<file path="config.mk">
export PLATFORM = sky130hd
export DESIGN_NAME = gpio_port_bank
export DESIGN_NICKNAME = d
export VERILOG_FILES = /design/src/rtl/gpio_pkg.sv /design/src/rtl/gpio_addr_dec.sv /design/src/rtl/gpio_err_fsm.sv /design/src/rtl/gpio_out_regs.sv /design/src/rtl/gpio_in_sync.sv /design/src/rtl/gpio_port_bank.sv
export SDC_FILE = /design/constraint.sdc
export NUM_CORES = 1
export LEC_CHECK = 0
export BUFFER_PORTS_ARGS = -buffer_cell sky130_fd_sc_hd__buf_2
export CORE_MARGIN = 1
export CORE_UTILIZATION = 35
export CTS_BUF_LIST = sky130_fd_sc_hd__clkbuf_4 sky130_fd_sc_hd__clkbuf_8
export CTS_CLUSTER_SIZE = 28
export DETAILED_ROUTE_END_ITERATION = 8
export PLACE_DENSITY = 0.66
export SLEW_MARGIN = 20
export SYNTH_ARGS = -nofsm -noshare
export SYNTH_HDL_FRONTEND = slang
export SYNTH_HIERARCHICAL = 1
export SYNTH_SLANG_ARGS = --single-unit
</file>
<file path="constraint.sdc">
create_clock -name clk -period 4.22 [get_ports clk]
set_clock_uncertainty 0.15 [all_clocks]
set_input_delay 0.422 -clock clk [delete_from_list [all_inputs] [get_ports clk]]
set_output_delay 0.422 -clock clk [all_outputs]
set_load 0.05 [all_outputs]
</file>
<file path="src/rtl/gpio_pkg.sv">
package gpio_pkg;

    localparam logic [31:0] OFF_DOUT = 32'h00;
    localparam logic [31:0] OFF_SET  = 32'h04;
    localparam logic [31:0] OFF_CLR  = 32'h08;
    localparam logic [31:0] OFF_DIN  = 32'h10;
    localparam logic [31:0] OFF_DIR  = 32'h14;

    typedef enum logic [2:0] {
        SEL_DOUT,
        SEL_SET,
        SEL_CLR,
        SEL_DIN,
        SEL_DIR,
        SEL_NONE
    } reg_sel_e;

    typedef struct packed {
        logic     fire;   // access executes this cycle
        logic     wr;
        reg_sel_e sel;
    } acc_t;

    function automatic reg_sel_e decode_offset(input logic [31:0] off);
        reg_sel_e s;
        case (off)
            OFF_DOUT: s = SEL_DOUT;
            OFF_SET:  s = SEL_SET;
            OFF_CLR:  s = SEL_CLR;
            OFF_DIN:  s = SEL_DIN;
            OFF_DIR:  s = SEL_DIR;
            default:  s = SEL_NONE;
        endcase
        return s;
    endfunction

endpackage

</file>
<file path="src/rtl/gpio_addr_dec.sv">
module gpio_addr_dec
    import gpio_pkg::*;
#(
    parameter int OFFS_W = 8
) (
    input  logic              req,
    input  logic              we,
    input  logic [OFFS_W-1:0] addr,
    input  logic              err_pend,
    output logic              mapped,
    output acc_t              acc
);
    localparam int PAD_W = 32 - OFFS_W;

    reg_sel_e sel;

    always_comb begin
        sel      = decode_offset({{PAD_W{1'b0}}, addr});
        mapped   = (sel != SEL_NONE);
        acc.fire = req && mapped && !err_pend;
        acc.wr   = we;
        acc.sel  = sel;
    end
endmodule

</file>
<file path="src/rtl/gpio_err_fsm.sv">
module gpio_err_fsm (
    input  logic clk,
    input  logic rst,
    input  logic req,
    input  logic mapped,
    output logic err_pend,
    output logic ready,
    output logic err
);
    typedef enum logic {ST_IDLE, ST_ERR} st_e;

    st_e st_q, st_d;

    always_comb begin
        st_d = st_q;
        case (st_q)
            ST_IDLE: if (req && !mapped) st_d = ST_ERR;
            ST_ERR:  st_d = ST_IDLE;
            default: st_d = ST_IDLE;
        endcase
    end

    always_ff @(posedge clk) begin
        if (rst) st_q <= ST_IDLE;
        else     st_q <= st_d;
    end

    always_comb begin
        err_pend = (st_q == ST_ERR);
        err      = err_pend;
        ready    = err_pend || (req && mapped);
    end
endmodule

</file>
<file path="src/rtl/gpio_out_regs.sv">
module gpio_out_regs
    import gpio_pkg::*;
#(
    parameter int PIN_W = 32
) (
    input  logic             clk,
    input  logic             rst,
    input  acc_t             acc,
    input  logic [PIN_W-1:0] wdata,
    output logic [PIN_W-1:0] dout,
    output logic [PIN_W-1:0] dir
);
    logic wr_en;

    assign wr_en = acc.fire && acc.wr;

    always_ff @(posedge clk) begin
        if (rst) begin
            dout <= '0;
            dir  <= '0;
        end else if (wr_en) begin
            case (acc.sel)
                SEL_DOUT: dout <= wdata;
                SEL_SET:  dout <= dout | wdata;
                SEL_CLR:  dout <= dout & ~wdata;
                SEL_DIR:  dir  <= wdata;
                default:  ;
            endcase
        end
    end
endmodule

</file>
<file path="src/rtl/gpio_in_sync.sv">
module gpio_in_sync #(
    parameter int PIN_W  = 32,
    parameter int STAGES = 2
) (
    input  logic             clk,
    input  logic             rst,
    input  logic [PIN_W-1:0] pins,
    output logic [PIN_W-1:0] synced
);
    logic [PIN_W-1:0] stg [STAGES];

    for (genvar i = 0; i < STAGES; i++) begin : g_stage
        if (i == 0) begin : g_first
            always_ff @(posedge clk) begin
                if (rst) stg[i] <= '0;
                else     stg[i] <= pins;
            end
        end else begin : g_next
            always_ff @(posedge clk) begin
                if (rst) stg[i] <= '0;
                else     stg[i] <= stg[i-1];
            end
        end
    end

    assign synced = stg[STAGES-1];
endmodule

</file>
<file path="src/rtl/gpio_port_bank.sv">
module gpio_port_bank
    import gpio_pkg::*;
#(
    parameter int PIN_W  = 32,
    parameter int OFFS_W = 8,
    parameter int SYNC_N = 2
) (
    input  logic              clk,
    input  logic              rst,
    input  logic              bus_req,
    input  logic              bus_we,
    input  logic [OFFS_W-1:0] bus_addr,
    input  logic [PIN_W-1:0]  bus_wdata,
    output logic [PIN_W-1:0]  bus_rdata,
    output logic              bus_ready,
    output logic              bus_err,
    input  logic [PIN_W-1:0]  pin_in,
    output logic [PIN_W-1:0]  pin_out,
    output logic [PIN_W-1:0]  pin_oe
);
    acc_t             acc;
    logic             mapped;
    logic             err_pend;
    logic [PIN_W-1:0] dout;
    logic [PIN_W-1:0] dir;
    logic [PIN_W-1:0] din;

    gpio_addr_dec #(.OFFS_W(OFFS_W)) dec_i (
        .req      (bus_req),
        .we       (bus_we),
        .addr     (bus_addr),
        .err_pend (err_pend),
        .mapped   (mapped),
        .acc      (acc)
    );

    gpio_err_fsm fsm_i (
        .clk      (clk),
        .rst      (rst),
        .req      (bus_req),
        .mapped   (mapped),
        .err_pend (err_pend),
        .ready    (bus_ready),
        .err      (bus_err)
    );

    gpio_out_regs #(.PIN_W(PIN_W)) regs_i (
        .clk   (clk),
        .rst   (rst),
        .acc   (acc),
        .wdata (bus_wdata),
        .dout  (dout),
        .dir   (dir)
    );

    gpio_in_sync #(.PIN_W(PIN_W), .STAGES(SYNC_N)) sync_i (
        .clk    (clk),
        .rst    (rst),
        .pins   (pin_in),
        .synced (din)
    );

    always_comb begin
        bus_rdata = '0;
        if (acc.fire && !acc.wr) begin
            case (acc.sel)
                SEL_DOUT: bus_rdata = dout;
                SEL_DIN:  bus_rdata = din;
                SEL_DIR:  bus_rdata = dir;
                default:  bus_rdata = '0;
            endcase
        end
    end

    assign pin_out = dout;
    assign pin_oe  = dir;
endmodule

</file>
==> flow_metrics.tcl <==
set metrics [dict create \
    critPathMaxFanout 32 \
    wl_per_cell_microns 17.2 \
    syn-num-nets 676 \
    cts_buffers 17 \
    p_switching_w 0.000619 \
    hold_class "primary input to flip-flop" \
    hold_buffers 0 \
    synth_top_area_cell "dfxtp_1" \
    num_rows 47 \
    synth-seq-cells 129 \
    fin_crit_sh_pct 85.3 \
    power_leakage_nw 2.84 \
    cp-end-kind "primary output" \
    fp.coreArea_sq_um 16700 \
    final_antenna_net_count 0 \
    cts_max_level 4 \
    critical_path_class "primary input to primary output" \
    ir_drop_uv 306 \
    grt_antenna_before_repair 1 \
    nNetsFinal 823 \
    grt_pass1_wl_microns 26300 \
    power.density_nw_per_um2 350 \
    reg2reg_from "fsm_i/err$_SDFF_PP0_" \
    grt_pass1_vias 4774 \
    cts_tree "yes" \
    drt_first_pass_iters 5 \
    clkSinkCount 129 \
    io-pin-count 174 \
    syn_avg_cell_area_sq_um 10.0 \
    initial_core_util_pct 36.1 \
    reg2regPathDepth 7 \
    setup.worst_path.end "bus_rdata[20]" \
    wl_microns 16900 \
    fp.dieW_microns 133 \
    areaGrowthSynthToFinish_pct 22.8 \
    cts_setup_buffers 0 \
    hold_viol_final 0 \
    netlist_instances 600 \
    gr-usage-all-layers_pct 19.1 \
    grt_max_degree 101 \
    combPwrFrac_pct 5.0 \
    swShare_pct 23.9 \
    vias_per_cell 5.16 \
    timing.rr.end "regs_i/dir[23]$_SDFFE_PP0P_" \
    layoutNonFillerInstCount 981 \
    port_buffers 173 \
    crit_required_ps 3650 \
    drc_errors 0 \
    cp-startpoint "bus_addr[0]" \
    fin_setup_tns_ps 0 \
    worstSkewPairLatency_ps 440 \
    clkSlewWorstSetupHoldPaths_ps 80 \
    startpoint_type "primary input" \
    setup_viol 0 \
    fmax_ghz 0.278 \
    drv_slew 0 \
    power_frac_clock_pct 46.7 \
    tightest_slew_ps 1050 \
    vias 5066 \
    critical_path_arrival_ps 3030 \
    yosysSeqAreaShare_pct 42.8 \
    rrSetupSlack_ps 2220 \
    die_height_microns 133 \
    fin_crit_ps 3600 \
    synth_area_sq_um 6030 \
    dp_hpwl_microns 11100 \
    die-area_sq_um 17700 \
    n_fill_cell 1664 \
    maxCapViolCount 0 \
    synth_top_area_share_pct 42.8 \
    ys_warn_count 6 \
    gp_congestion 0.830 \
    rsz0062_at_grt "false" \
    ctsLongestPathBuffers 2 \
    drive_gt1_share_pct 50.7 \
    ys_types 39 \
    p_int_w 0.00197 \
    cts-resized-gates 0 \
    status "complete, no violations" \
    synth_area_leaders "dfxtp_1 43%, nor2b_2 8.7%, a22oi_2 6.2%" \
    cts_root_buf "clkbuf_8" \
    overflow 0 \
    seqPwrFrac_pct 48.3 \
    relSlewSlack_pct 30.0 \
    drt_iter0_drc 312 \
    place_inst 948 \
]
worst min-delay path by stage:
stage,endpoint,startpoint,depth (start not counted)
5_1_grt,sync_i/stg[0][28]$_SDFF_PP0_,pin_in[28],2
6_report,sync_i/stg[0][5]$_SDFF_PP0_,pin_in[5],2
3_3_place_gp,sync_i/stg[1][17]$_SDFF_PP0_,sync_i/stg[0][17]$_SDFF_PP0_,1
4_1_cts,sync_i/stg[0][28]$_SDFF_PP0_,pin_in[28],2
2_1_floorplan,sync_i/stg[1][29]$_SDFF_PP0_,sync_i/stg[0][29]$_SDFF_PP0_,1
3_5_place_dp,sync_i/stg[1][23]$_SDFF_PP0_,sync_i/stg[0][23]$_SDFF_PP0_,1
cells in the mapped netlist (all sizes together):
library cell / instances
nand2b: 2
nor2: 33
buf: 40
or4: 1
nand3b: 3
or2: 1
a22oi: 64
mux2: 32
nand3: 32
a21o: 1
dfxtp: 129
a21oi: 64
xnor2: 1
and4bb: 1
nor3: 1
and2: 1
and3b: 2
nor3b: 32
or3: 1
clkbuf: 21
nor4: 2
a211o: 1
maj3: 1
o21a: 1
nor4b: 1
nor2b: 66
xor2: 1
o21ai: 65
state kept, by name (all words and copies together) (netlist names):
name / flops
regs_i/dout: 32
sync_i/stg: 64
fsm_i/err: 1
regs_i/dir: 32
critical path: stages:
cell and delay (ps):
buf_2 90, or4_4 550, a211o_2 390, and3b_2 350, o21ai_4 800, nor2_1 190
buf_12 210
routing by layer:
| metal | track usage, % | share of wire, % | up-vias |
|---|---|---|---|
| met3 | 4.11 | 5.5 | 14 |
| met4 | 6.44 | 1.1 | 0 |
| met2 | 31.5 | 49 | 174 |
| met1 | 24.7 | 44 | 2446 |
| met5 | 0 | 0 | - |
| li1 | - | - | 2432 |
power by group through the flow:
stage | logic (W) | clock network, W | registers (W)
2_1_floorplan | 0.0000758 | 0 | 0.00128
3_3_place_gp | 0.000130 | 0 | 0.00128
3_5_place_dp | 0.000131 | 0 | 0.00128
4_1_cts | 0.000131 | 0.00124 | 0.00125
5_1_grt | 0.000141 | 0.00130 | 0.00125
6_report | 0.000130 | 0.00121 | 0.00125
cell type report:
type	count	area [sq um]	area share [%]
multi-input combinational	410	3070	41.4
sequential	129	2580	34.9
timing repair buffer	189	1020	13.8
tap	220	275	3.72
clock buffer	18	248	3.35
clock inverter	14	205	2.77
antenna	1	2.50	0.0338
kinds of logic after synthesis:
family / after synthesis / share of synthesized area (%)
compound gates: 196 / 23.6
xor+xnor: 2 / 0.415
fa+ha+maj: 1 / 0.166
buf+inv: 61 / 6.79
flops: 129 / 42.8
mux: 32 / 5.98
simple gates: 179 / 20.2
placed cells by master, fill, tap and decap left out, drive strengths merged:
| master | n |
|---|---|
| bufinv | 4 |
| nand2b | 2 |
| or3 | 1 |
| xnor2 | 1 |
| and2 | 1 |
| nor3b | 32 |
| a22oi | 64 |
| a21oi | 64 |
| or2 | 1 |
| mux2 | 32 |
| o21a | 1 |
| nor2 | 33 |
| dfxtp | 129 |
| nand3b | 3 |
| clkinv | 6 |
| a21o | 1 |
| or4 | 1 |
| o21ai | 65 |
| nor3 | 1 |
| diode | 1 |
| clkinvlp | 1 |
| and3b | 2 |
| clkbuf | 18 |
| and4bb | 1 |
| a211o | 1 |
| maj3 | 1 |
| nor2b | 66 |
| nor4b | 1 |
| buf | 189 |
| inv | 3 |
| nand3 | 32 |
| xor2 | 1 |
| nor4 | 2 |
stage by stage:
stage                     hold WS, ps  cell area [sq um]  util (%)  worst slack (ps)  total power (W)
after floorplan                   264               6030         -               713          0.00136
after global placement            269               6940      41.6               618          0.00141
after detailed placement          271               6940      41.6               576          0.00141
after CTS                        7.02               7400      44.3               576          0.00262
after global routing             13.3               7400      44.3               451          0.00269
final                            40.5               7400      44.3               618          0.00259
Power figures use the tool's default switching activity.
